`src/rtl/mcp_pkg.sv`:
```
package mcp_pkg;

  localparam int unsigned NSTAGE = 3;

  typedef logic [1:0] sel_t;

  typedef enum logic [1:0] {
    SEL_BYPASS = 2'b00,
    SEL_LOW    = 2'b01,
    SEL_HIGH   = 2'b10,
    SEL_RSVD   = 2'b11
  } sel_code_e;

  // Ratio for one stage: the reserved code and bypass both give 1.
  function automatic int unsigned pick_ratio(input sel_t code,
                                             input int unsigned lo,
                                             input int unsigned hi);
    case (sel_code_e'(code))
      SEL_LOW:  return lo;
      SEL_HIGH: return hi;
      default:  return 1;
    endcase
  endfunction

  function automatic int unsigned max3(input int unsigned a,
                                       input int unsigned b,
                                       input int unsigned c);
    int unsigned m;
    m = (a > b) ? a : b;
    return (m > c) ? m : c;
  endfunction

endpackage

```
`src/rtl/mcp_div_stage.sv`:
```
// One divider stage: forwards one enable for every RATIO input enables.
module mcp_div_stage #(
  parameter int unsigned RW = 3
) (
  input  logic          clk_i,
  input  logic          rst_ni,
  input  logic          clr_i,
  input  logic          en_i,
  input  logic [RW-1:0] ratio_i,
  output logic          en_o
);

  logic [RW-1:0] cnt_q;
  logic          wrap;

  // A ratio of 1 keeps the count at zero, so every enable passes.
  assign wrap = (cnt_q == ratio_i - RW'(1));
  assign en_o = en_i & wrap;

  always_ff @(posedge clk_i) begin
    if (!rst_ni || clr_i) begin
      cnt_q <= '0;
    end else if (en_i) begin
      if (wrap) cnt_q <= '0;
      else      cnt_q <= cnt_q + RW'(1);
    end
  end

endmodule

```
`src/rtl/mcp_sel_track.sv`:
```
// Holds the selects in effect and flags a change for a synchronous restart.
module mcp_sel_track #(
  parameter int unsigned SW = 6
) (
  input  logic          clk_i,
  input  logic          rst_ni,
  input  logic [SW-1:0] sel_i,
  output logic [SW-1:0] sel_q_o,
  output logic          clr_o
);

  logic [SW-1:0] sel_q;

  assign clr_o   = (sel_i != sel_q);
  assign sel_q_o = sel_q;

  always_ff @(posedge clk_i) begin
    if (!rst_ni) sel_q <= '0;
    else         sel_q <= sel_i;
  end

endmodule

```
`src/rtl/mcp_fs_count.sv`:
```
// Counts internal-clock enables and marks the last one of each frame.
module mcp_fs_count #(
  parameter int unsigned FS_DIV = 256
) (
  input  logic clk_i,
  input  logic rst_ni,
  input  logic clr_i,
  input  logic en_i,
  output logic last_o
);

  localparam int unsigned CW = $clog2(FS_DIV);

  logic [CW-1:0] cnt_q;

  assign last_o = (cnt_q == CW'(FS_DIV - 1));

  always_ff @(posedge clk_i) begin
    if (!rst_ni || clr_i) begin
      cnt_q <= '0;
    end else if (en_i) begin
      if (last_o) cnt_q <= '0;
      else        cnt_q <= cnt_q + CW'(1);
    end
  end

endmodule

```
`src/rtl/mcp_top.sv`:
```
module mcp_top #(
  parameter int unsigned S1_LO  = 2,
  parameter int unsigned S1_HI  = 3,
  parameter int unsigned S2_LO  = 2,
  parameter int unsigned S2_HI  = 4,
  parameter int unsigned S3_LO  = 2,
  parameter int unsigned S3_HI  = 5,
  parameter int unsigned FS_DIV = 256
) (
  input  logic       clk_i,
  input  logic       rst_ni,
  input  logic [1:0] pre1_sel_i,
  input  logic [1:0] pre2_sel_i,
  input  logic [1:0] pre3_sel_i,
  output logic       imclk_en_o,
  output logic       fs_stb_o
);
  import mcp_pkg::*;

  localparam int unsigned SW   = 2 * NSTAGE;
  localparam int unsigned MAXR = max3(max3(S1_LO, S1_HI, 1),
                                      max3(S2_LO, S2_HI, 1),
                                      max3(S3_LO, S3_HI, 1));
  localparam int unsigned RW   = $clog2(MAXR + 1);
  localparam int unsigned LO_SET [NSTAGE] = '{S1_LO, S2_LO, S3_LO};
  localparam int unsigned HI_SET [NSTAGE] = '{S1_HI, S2_HI, S3_HI};

  logic [SW-1:0]     sel_in;
  logic [SW-1:0]     sel_eff;
  logic              clr;
  logic [NSTAGE:0]   en_chain;
  logic              fs_last;
  logic              imclk_q;
  logic              fs_q;

  assign sel_in = {pre3_sel_i, pre2_sel_i, pre1_sel_i};

  mcp_sel_track #(.SW(SW)) u_track (
    .clk_i  (clk_i),
    .rst_ni (rst_ni),
    .sel_i  (sel_in),
    .sel_q_o(sel_eff),
    .clr_o  (clr)
  );

  assign en_chain[0] = 1'b1;

  for (genvar s = 0; s < NSTAGE; s++) begin : g_stage
    logic [RW-1:0] ratio;

    always_comb begin
      ratio = RW'(pick_ratio(sel_eff[2*s +: 2], LO_SET[s], HI_SET[s]));
    end

    mcp_div_stage #(.RW(RW)) u_div (
      .clk_i  (clk_i),
      .rst_ni (rst_ni),
      .clr_i  (clr),
      .en_i   (en_chain[s]),
      .ratio_i(ratio),
      .en_o   (en_chain[s+1])
    );
  end

  mcp_fs_count #(.FS_DIV(FS_DIV)) u_fs (
    .clk_i (clk_i),
    .rst_ni(rst_ni),
    .clr_i (clr),
    .en_i  (en_chain[NSTAGE]),
    .last_o(fs_last)
  );

  // Registered outputs; a restart cycle emits nothing.
  always_ff @(posedge clk_i) begin
    if (!rst_ni) begin
      imclk_q <= 1'b0;
      fs_q    <= 1'b0;
    end else begin
      imclk_q <= en_chain[NSTAGE] & ~clr;
      fs_q    <= en_chain[NSTAGE] & ~clr & fs_last;
    end
  end

  assign imclk_en_o = imclk_q;
  assign fs_stb_o   = fs_q;

endmodule

```
`config.mk`:
```
export PLATFORM = sky130hd
export DESIGN_NAME = mcp_top
export DESIGN_NICKNAME = d
export VERILOG_FILES = /design/src/rtl/mcp_pkg.sv /design/src/rtl/mcp_div_stage.sv /design/src/rtl/mcp_sel_track.sv /design/src/rtl/mcp_fs_count.sv /design/src/rtl/mcp_top.sv
export SDC_FILE = /design/constraint.sdc
export NUM_CORES = 1
export LEC_CHECK = 0
export BUFFER_PORTS_ARGS = -buffer_cell sky130_fd_sc_hd__buf_2
export CAP_MARGIN = 40
export CELL_PAD_IN_SITES_DETAIL_PLACEMENT = 2
export CELL_PAD_IN_SITES_GLOBAL_PLACEMENT = 2
export CORE_MARGIN = 1
export CORE_UTILIZATION = 38
export DETAILED_ROUTE_END_ITERATION = 10
export PLACE_DENSITY_LB_ADDON = 0.1
export SKIP_CTS_REPAIR_TIMING = 1
export SLEW_MARGIN = 20
export SYNTH_ARGS = -nofsm -noshare
export SYNTH_HDL_FRONTEND = slang
export SYNTH_HIERARCHICAL = 1
export SYNTH_SLANG_ARGS = --single-unit
```
`constraint.sdc`:
```
create_clock -name clk_i -period 3.4 [get_ports clk_i]
set_input_delay 0.51 -clock clk_i [delete_from_list [all_inputs] [get_ports clk_i]]
set_output_delay 0.51 -clock clk_i [all_outputs]
set_load 0.005 [all_outputs]
```
==> flow_summary.json <==
{
  "fillers": 389,
  "clkSinkCount": 25,
  "r2r-start": "u_track/sel_q_o[1]",
  "peakVddDrop_uv": 190,
  "clockPowerShare": 0.268,
  "clk_latency_ns": 0.31,
  "clk_pin_slew_ns": 0.13,
  "grt_first_pass_wirelength_um": 4750,
  "placed_area_mm2": 0.00149,
  "drive_gt1_frac": 0.191,
  "syn_to_final_growth_pct": 9.28,
  "synth_top_cell_area_share": 0.360,
  "start_util": 0.407,
  "max_cap_violations": 0,
  "min_path_type": "input pin to flip-flop",
  "grt_usage": 0.153,
  "status": "completed",
  "fp.coreArea_mm2": 0.00342,
  "cts.path.max_buffers": 2,
  "leakagePower_nw": 0.638,
  "cts_tree": "yes",
  "worstRegToRegCells": 12,
  "nets": 171,
  "comb_power_share": 0.119,
  "worstPathCellList": "inv_1 > ha_1 > inv_1 > inv_1 > ha_1 > xnor3_1 > and4_4 > and4_4 > and4_4 > nand4_2 > a211o_1 > and3_1",
  "synth_top_area_cell": "dfxtp_1",
  "ys_warn_count": 6,
  "ys_top_cells_by_area": "dfxtp_1 (36%), xor2_1 (10%), ha_1 (9.0%)",
  "first_pass_iters": 4,
  "crit_fanout": 12,
  "gp_congestion": 0.735,
  "yosysSeqAreaShare": 0.360,
  "p_int_mw": 0.372,
  "postRouteAntennaNets": 0,
  "swShare": 0.241,
  "rows": 21,
  "post-route-cell-area_mm2": 0.00152,
  "via_per_inst": 4.84,
  "critPathLaunch": "u_track/sel_q_o[1]",
  "synthCells": 137,
  "synth-seq-cells": 25,
  "num_vias": 958,
  "htree_levels": 1,
  "synthesis.area_mm2": 0.00139,
  "crit_family": "simple AND/OR/NAND/NOR gates",
  "wl_um": 2730,
  "timing.final.crit_period_ns": 2.93,
  "endpoint": "u_fs/cnt_q[7]",
  "dpl.hpwl_um": 2230,
  "endpoint_kind": "flip-flop",
  "io_buffers": 9,
  "startpoint_type": "flip-flop",
  "avgSynthCellArea_um2": 10.1,
  "critPathBufInv": 3,
  "rsz0062_at_grt": "false",
  "wl_per_cell_um": 13.8,
  "antenna_found_initial": 0,
  "path_depth": 12,
  "die_x_um": 62.5,
  "grt_pass1_vias": 1064,
  "slew_viol_final": 0,
  "timing.setup.tns_ns": 0,
  "numCtsBuffers": 3,
  "regToRegSetupSlack_ns": 0.47,
  "grt_max_degree": 14,
  "crit_required_ns": 3.62,
  "dieArea_mm2": 0.00390,
  "seq_power_share": 0.613,
  "overflow": 0,
  "ios": 10,
  "finalClockSkew_ns": 0.00333,
  "pwr_density_cell_mw_per_mm2": 323,
  "drcViolationCount": 0,
  "power.switching_mw": 0.118,
  "path_class": "flip-flop to flip-flop",
  "drtIter0Drc": 14,
  "fmax_ghz": 0.342,
  "ctsRootBufferMaster": "clkbuf_4",
  "synth_cell_types": 32,
  "cp_slowest_cell": "dfxtp_1",
  "critical_path_arrival_ns": 3.15,
  "hold_violations": 0,
  "cpPeakStageDelay_ns": 0.37,
  "setup_viol": 0,
  "period_share": 0.860,
  "die_h_um": 62.5,
  "n_antenna_cell": 0,
  "reg2reg_to": "u_fs/cnt_q[7]"
}
-- worst min-delay path by stage --
stage                  start            endpoint  cells past startpoint
2_1_floorplan  u_fs/cnt_q[6]       u_fs/cnt_q[6]                      2
3_3_place_gp   u_fs/cnt_q[6]       u_fs/cnt_q[6]                      2
3_5_place_dp   u_fs/cnt_q[6]       u_fs/cnt_q[6]                      2
4_1_cts        pre1_sel_i[0]  u_track/sel_q_o[0]                      2
5_1_grt        pre1_sel_i[0]  u_track/sel_q_o[0]                      2
6_report       pre1_sel_i[0]  u_track/sel_q_o[0]                      2
-- layout make-up --
type / count / area (µm²) / share of cell area
multi-input cells: 102 / 843 / 0.556
well taps: 46 / 57.6 / 0.0379
inverters: 12 / 45.0 / 0.0297
flip-flops and latches: 25 / 500 / 0.330
repair buffers: 9 / 45.0 / 0.0297
clock buffers: 4 / 26.3 / 0.0173
-- stage by stage --
stage / hold slack [ns] / setup slack (ns) / utilization / std cells / power (mW)
after floorplan: 0.458 / 0.641 / - / 140 / 0.349
after global placement: 0.472 / 0.585 / 0.437 / 194 / 0.362
after detailed placement: 0.483 / 0.474 / 0.437 / 194 / 0.367
after CTS: 0.406 / 0.449 / 0.444 / 198 / 0.503
after global routing: 0.404 / 0.278 / 0.444 / 198 / 0.522
final: 0.424 / 0.475 / 0.444 / 198 / 0.490
-- cell usage after synthesis --
cell type and n:
or3_1 2, ha_1 10, and2_1 5, nand2_1 6, xor2_1 16, conb_1 2, mux2i_1 4, and3b_1 1
a211o_1 1, nand2b_1 6, o21ai_0 3, xnor2_1 5, and4b_1 1, inv_1 12, o22ai_1 1, nand3b_1 1
nor3_1 1, nand4_1 2, nand4_2 1, nor3_2 9, and2_2 1, and3_1 1, nand3_1 3, xnor3_1 3
buf_6 1, o31ai_1 1, dfxtp_1 25, nor4_1 1, and2b_2 3, nor2_1 4, and4_4 3, a21oi_1 2
-- placed cells by master, fill, tap and decap left out, types with 2 or more instances in the layout --
| master | instances |
|---|---|
| nand3_1 | 3 |
| nand4_1 | 2 |
| buf_2 | 9 |
| or3_1 | 2 |
| xor2_1 | 16 |
| nand2b_1 | 6 |
| and2b_2 | 3 |
| nor3_2 | 9 |
| xnor2_1 | 5 |
| and4_4 | 3 |
| clkbuf_4 | 3 |
| a21oi_1 | 2 |
| inv_1 | 12 |
| o21ai_0 | 3 |
| nor2_1 | 4 |
| nand2_1 | 6 |
| xnor3_1 | 3 |
| mux2i_1 | 4 |
| dfxtp_1 | 25 |
| conb_1 | 5 |
| and2_1 | 5 |
| ha_1 | 10 |
-- kinds of logic (layout without fill, tap and decap cells) --
| kind of cell | after synthesis | in the layout | synth area share |
|---|---|---|---|
| compound gates | 8 | 8 | 0.0342 |
| xor+xnor | 24 | 24 | 0.181 |
| fa+ha+maj | 10 | 10 | 0.0901 |
| buf+inv | 13 | 25 | 0.0405 |
| flops | 25 | 25 | 0.360 |
| mux | 4 | 4 | 0.0288 |
| other cells | 2 | 5 | 0.00541 |
| simple gates | 51 | 51 | 0.259 |
-- power by group through the flow --
stage               sequential (mW)  combinational, mW  clock [mW]
floorplan                     0.306             0.0425           0
global placement              0.307             0.0549           0
detailed placement            0.307             0.0598           0
CTS                           0.301             0.0602       0.142
global route                  0.301             0.0655       0.155
finish                        0.300             0.0583       0.131
-- registers in the layout (all words and copies together) (netlist names) --
| name | flops |
|---|---|
| u_fs/cnt_q | 8 |
| fs_stb_o | 1 |
| g_stage.u_div/cnt_q | 9 |
| imclk_en_o | 1 |
| u_track/sel_q_o | 6 |
-- routing by layer --
layer  global-route usage  wire length (µm)  vias up
met5                    0                 0        -
met4               0.0262                17        0
met3               0.0401                65        2
met2                0.287              1360       11
met1                0.173              1290      459
li1                     -                 -      486
Note: power is estimated with default switching activity, not from simulation.
